--- src/rtl/qbd_pkg.sv ---
package qbd_pkg;
   typedef struct packed {
      logic i_bit;
      logic q_bit;
   } qbd_pair_t;

   typedef struct packed {
      logic i_neg;
      logic q_neg;
   } qbd_axis_t;

   // Q bit flips the in-phase axis, I bit flips the quadrature axis
   function automatic qbd_axis_t qbd_map(input qbd_pair_t p);
      qbd_axis_t r;
      r.i_neg = p.q_bit;
      r.q_neg = p.i_bit;
      return r;
   endfunction
endpackage

--- src/rtl/qbd_rst_sync.sv ---
module qbd_rst_sync #(
   parameter int STAGES = 2
) (
   input  logic clk,
   input  logic rst_n,
   output logic rst_i_n
);
   generate
      if (STAGES < 1) begin : g_bad
         $error("qbd_rst_sync: STAGES must be at least 1");
      end else if (STAGES == 1) begin : g_one
         always_ff @(posedge clk or negedge rst_n) begin
            if (!rst_n) rst_i_n <= 1'b0;
            else        rst_i_n <= 1'b1;
         end
      end else begin : g_chain
         logic [STAGES-1:0] chain;
         always_ff @(posedge clk or negedge rst_n) begin
            if (!rst_n) chain <= '0;
            else        chain <= {chain[STAGES-2:0], 1'b1};
         end
         assign rst_i_n = chain[STAGES-1];
      end
   endgenerate
endmodule

--- src/rtl/qbd_bit_timer.sv ---
module qbd_bit_timer #(
   parameter int DIV = 100
) (
   input  logic clk,
   input  logic rst_i_n,
   output logic bit_clk,
   output logic tick
);
   localparam int CW = $clog2(DIV);
   localparam logic [CW-1:0] LAST_C = CW'(DIV - 1);
   localparam logic [CW-1:0] HALF_C = CW'(DIV / 2);

   logic [CW-1:0] div_cnt;

   assign tick    = (div_cnt == LAST_C);
   assign bit_clk = (div_cnt >= HALF_C);

   always_ff @(posedge clk or negedge rst_i_n) begin
      if (!rst_i_n)  div_cnt <= '0;
      else if (tick) div_cnt <= '0;
      else           div_cnt <= div_cnt + 1'b1;
   end
endmodule

--- src/rtl/qbd_pairer.sv ---
module qbd_pairer
   import qbd_pkg::*;
(
   input  logic      clk,
   input  logic      rst_i_n,
   input  logic      tick,
   input  logic      en,
   input  logic      din,
   output logic      emit,
   output logic      stb,
   output qbd_pair_t pair,
   output qbd_axis_t axis,
   output logic      odd_err
);
   logic      have_i;
   logic      hold_i;
   qbd_pair_t nxt;

   // a pending I bit is released on the next sample either way
   assign emit      = tick && have_i;
   assign nxt.i_bit = hold_i;
   assign nxt.q_bit = en ? din : 1'b0;

   always_ff @(posedge clk or negedge rst_i_n) begin
      if (!rst_i_n) begin
         have_i  <= 1'b0;
         hold_i  <= 1'b0;
         stb     <= 1'b0;
         pair    <= '0;
         axis    <= '0;
         odd_err <= 1'b0;
      end else begin
         stb     <= emit;
         odd_err <= emit && !en;
         if (emit) begin
            pair <= nxt;
            axis <= qbd_map(nxt);
         end
         if (tick) begin
            if (en && !have_i) begin
               hold_i <= din;
               have_i <= 1'b1;
            end else begin
               have_i <= 1'b0;
            end
         end
      end
   end
endmodule

--- src/rtl/qbd_flush.sv ---
module qbd_flush #(
   parameter int FLUSH_TICKS = 16
) (
   input  logic clk,
   input  logic rst_i_n,
   input  logic tick,
   input  logic en,
   input  logic emit,
   output logic active
);
   localparam int FW = $clog2(FLUSH_TICKS + 1);
   localparam logic [FW-1:0] LOAD_C = FW'(FLUSH_TICKS);
   localparam logic [FW-1:0] ONE_C  = FW'(1);

   logic [FW-1:0] cnt;

   always_ff @(posedge clk or negedge rst_i_n) begin
      if (!rst_i_n) begin
         cnt    <= '0;
         active <= 1'b0;
      end else if (tick) begin
         if (en || emit) begin
            cnt    <= LOAD_C;
            active <= 1'b1;
         end else if (cnt != '0) begin
            cnt <= cnt - 1'b1;
            if (cnt == ONE_C) active <= 1'b0;
         end
      end
   end
endmodule

--- src/rtl/qpsk_bit_demux.sv ---
module qpsk_bit_demux
   import qbd_pkg::*;
#(
   parameter int DIV        = 100,
   parameter int FLUSH_SYMS = 8,
   parameter int RST_STAGES = 2
) (
   input  logic clk,
   input  logic rst_n,
   input  logic tx_en,
   input  logic tx_data,
   output logic bit_clk,
   output logic sym_stb,
   output logic sym_i,
   output logic sym_q,
   output logic ax_i_neg,
   output logic ax_q_neg,
   output logic odd_err,
   output logic tx_active
);
   localparam int BITS_PER_SYM = 2;
   localparam int FLUSH_TICKS  = FLUSH_SYMS * BITS_PER_SYM;

   generate
      if (DIV < 4) begin : g_bad_div
         $error("qpsk_bit_demux: DIV must be at least 4");
      end
      if (FLUSH_SYMS < 1) begin : g_bad_flush
         $error("qpsk_bit_demux: FLUSH_SYMS must be at least 1");
      end
   endgenerate

   logic      rst_i_n;
   logic      tick;
   logic      emit;
   qbd_pair_t pair;
   qbd_axis_t axis;

   qbd_rst_sync #(.STAGES(RST_STAGES)) u_rst (
      .clk(clk), .rst_n(rst_n), .rst_i_n(rst_i_n)
   );

   qbd_bit_timer #(.DIV(DIV)) u_tmr (
      .clk(clk), .rst_i_n(rst_i_n), .bit_clk(bit_clk), .tick(tick)
   );

   qbd_pairer u_pair (
      .clk(clk), .rst_i_n(rst_i_n), .tick(tick), .en(tx_en), .din(tx_data),
      .emit(emit), .stb(sym_stb), .pair(pair), .axis(axis), .odd_err(odd_err)
   );

   qbd_flush #(.FLUSH_TICKS(FLUSH_TICKS)) u_flush (
      .clk(clk), .rst_i_n(rst_i_n), .tick(tick), .en(tx_en), .emit(emit),
      .active(tx_active)
   );

   assign sym_i    = pair.i_bit;
   assign sym_q    = pair.q_bit;
   assign ax_i_neg = axis.i_neg;
   assign ax_q_neg = axis.q_neg;
endmodule

--- config.mk ---
export PLATFORM = sky130hd
export DESIGN_NAME = qpsk_bit_demux
export DESIGN_NICKNAME = d
export VERILOG_FILES = /design/src/rtl/qbd_pkg.sv /design/src/rtl/qbd_rst_sync.sv /design/src/rtl/qbd_bit_timer.sv /design/src/rtl/qbd_pairer.sv /design/src/rtl/qbd_flush.sv /design/src/rtl/qpsk_bit_demux.sv
export SDC_FILE = /design/constraint.sdc
export NUM_CORES = 1
export LEC_CHECK = 0
export ABC_AREA = 1
export CAP_MARGIN = 20
export CORE_MARGIN = 2
export CORE_UTILIZATION = 50
export CTS_CLUSTER_DIAMETER = 150
export DETAILED_ROUTE_END_ITERATION = 12
export DONT_BUFFER_PORTS = 1
export PLACE_DENSITY = 0.63
export SETUP_SLACK_MARGIN = 0.05
export SYNTH_ARGS = -nofsm -noshare
export SYNTH_HDL_FRONTEND = slang
export SYNTH_HIERARCHICAL = 1
export SYNTH_SLANG_ARGS = --single-unit
--- constraint.sdc ---
create_clock -name clk -period 2 [get_ports clk]
set_clock_uncertainty 0.05 [all_clocks]
set_input_delay 0.2 -clock clk [delete_from_list [all_inputs] [get_ports clk]]
set_output_delay 0.2 -clock clk [all_outputs]
set_load 0.02 [all_outputs]
==> results.toml <==
[sta]
tns_ns = 0
timing.final.crit_share_pct = 87.6
final_max_slew_viol_count = 0
worstMarginPinSlew_ns = 0.717
grt_setup_unrepaired = "no"
slew_headroom_pct = 52.2
post-route-min-period_ns = 1.75
max_freq_ghz = 0.571
final-setup-viol-count = 0
hold_violations = 0

[routing]
post_drt_wl_per_cell_um = 11.5
finalWirelength_um = 1770
routed-via-count = 753
drc = 0
first_pass_iters = 4
drtIter0Drc = 5
postRouteAntennaNets = 0
vias_per_cell = 4.89

[global_route]
globalRouteMet1Util_pct = 22.6
grt_max_degree = 20
grt_pass1_vias = 737
grtUsageMet2_pct = 30.2
grt-ovfl-total = 0
grt_use_met3_pct = 3.07
busiest_layer = "met2"
grt_pass1_wl_um = 3310
track_usage_pct = 18.5
antenna_found_initial = 0

[final_layout]
antennaDiodeCount = 0
fill_cells = 179
final_util_pct = 59.0
final_area_mm2 = 0.00114
layout.cells.most_common = "nand2_1"
final_cell_mix = "nand2_1, dfrtp_1, inv_1, nor2_1, nand3_1"
num-nets-final = 136
drive_gt1_share_pct = 20.5
synthToLayoutAreaGrowth_pct = 11.9

[worst_hold_path]
hold_class = "primary input to flip-flop"

[worst_setup_path]
arrival_ns = 1.50
path_delay_family = "flip-flops"
end_kind = "output pin"
slowest_delay_ns = 0.44
worst-setup-path-type = "flip-flop to output pin"
worstPathBufferInverterCount = 2
crit_slowest_cell = "dfrtp_2"
worstPathMaxFanout = 5
cp_data_required_time_ns = 1.75
crit_chain = "buf_4 > inv_1 > ha_1 > nor2_1 > nand2_1 > a21o_1"
startpoint_type = "flip-flop"

[outcome]
status = "complete, no violations"

[synthesis]
synth_largest_area_cell = "dfrtp_1"
syn_area_per_cell_um2 = 8.67
ys_warn_count = 6
netlist_area_mm2 = 0.00102
synth_nets = 126
synth-seq-area-share_pct = 51.3
synth_seq_cells = 21
yosys-top-cells-area = "dfrtp_1, nand2_1, inv_1"
synth_cells = 118
synthDominantCellAreaShare_pct = 51.3
synth_cell_types = 22

[clocking]
h-tree-depth = 1
cts_tree = "done"
clk_pin_slew_ns = 0.11
numCtsBuffers = 3
clock_sinks = 21
cts_root_buf = "clkbuf_4"
clk_latency_ns = 0.31
clockBufferDepth = 2

[power_and_ir_drop]
vdd_ir_drop_max_mv = 0.419
p_leak_nw = 0.592
p_per_area_mw_per_mm2 = 567
p_total_uw = 649

[die]
fp.dieH_um = 49.2
die_x_um = 49.2
dieArea_mm2 = 0.00243
io-pin-count = 12
start_util_pct = 52.7
core_mm2 = 0.00194
std_cell_rows = 16

[placed_design]
dpl_cell_area_mm2 = 0.00105
place_congestion = 0.816
portBuffers = 0
post-dp-hpwl_um = 1270

[run]
maxCapViolations = 0
==> path summary, 6_finish.rpt <==
kind                                        start                      to  slack (ns)  cells past startpoint
hold / removal                              tx_en           u_pair/have_i        0.01                      2
hold reg to reg            u_rst/g_chain.chain[1]          u_pair/axis[0]        0.25                      0
setup / recovery                 u_tmr/div_cnt[0]                 bit_clk        0.25                      6
max in group asynchronous  u_rst/g_chain.chain[1]        u_tmr/div_cnt[0]        1.15                      0
min in group asynchronous                   rst_n  u_rst/g_chain.chain[0]        0.05                      1
setup reg to reg                 u_tmr/div_cnt[0]          u_flush/cnt[2]        0.27                     14
==> cell usage after synthesis <==
cell and count:
o21ai_0 1, a21o_1 1, xor2_1 1, inv_2 5
ha_1 4, nand3_1 6, inv_1 14, nand2_4 1
xnor2_1 3, nand4_1 1, nor2_2 1, nand2_2 4
nand3_2 2, nor3_1 1, o21ai_1 4, buf_4 2
a21oi_1 2, dfrtp_1 21, nor2_1 13, conb_1 1
nor2_4 2, nand2_1 28
==> worst register-to-register path: cells and delay by family (launching register included) <==
family	cells	cell delay (ns)
buf+inv	4	0.26
simple gates	8	0.67
fa+ha+maj	1	0.16
flops	1	0.44
compound gates	1	0.06
==> registers in the layout (all words and copies together) (netlist names) <==
signal / cells
u_flush/active: 1
u_flush/cnt: 5
u_pair/axis: 2
u_pair/have_i: 1
u_pair/hold_i: 1
u_pair/odd_err: 1
u_pair/stb: 1
u_rst/g_chain.chain: 2
u_tmr/div_cnt: 7
==> cell families (layout without fill, tap and decap cells) <==
family / after synthesis / count (layout) / share of synthesized area [%]
AOI/OAI and AO/OA: 8 / 8 / 4.16
xor gates and xnor gates: 4 / 4 / 3.42
adders and majority gates: 4 / 4 / 4.89
buffers and inverters: 21 / 30 / 8.43
DFF: 21 / 21 / 51.3
other: 1 / 1 / 0.366
and+or+nand+nor: 59 / 59 / 27.4
==> repair_timing <==
item	CTS	global route
hold endpoints to repair	5	0
buffers inserted	0	3
setup endpoints to repair	0	5
gates resized for setup	0	4
hold buffers	3	0
==> area by class of cell <==
cell class | instances | area [um^2] | share of cell area (%)
clock buffers | 3 | 22.5 | 1.97
repair buffers | 7 | 60.1 | 5.25
well taps | 27 | 33.8 | 2.95
clock inverters | 1 | 5.00 | 0.437
flip-flops and latches | 21 | 528 | 46.1
multi-input cells | 76 | 424 | 37.0
inverters | 19 | 71.3 | 6.23
==> per-stage QoR <==
step / cells / hold slack (ns) / setup WS (ns)
floorplan: 118 / -0.146 / 0.272
global placement: 144 / -0.146 / 0.223
detailed placement: 144 / -0.146 / 0.189
finish: 154 / 0.0127 / 0.249
global route: 154 / 0.0392 / 0.0865
CTS: 151 / 0.00301 / 0.155
==> metal layers <==
metal,share of wire (%),vias up
li1,-,376
met1,43,356
met2,52,16
met3,2.8,5
met4,2.7,0
met5,0,-
==> report_power, final <==
part           leakage, nW  internal [mW]  switching (mW)  total (mW)
Combinational        0.315        0.00480         0.00464     0.00943
Sequential           0.260          0.426         0.00720       0.434
Clock               0.0177         0.0749           0.132       0.206
Total                0.592          0.506           0.143       0.649
No activity file was read; power rests on OpenSTA's default activity.
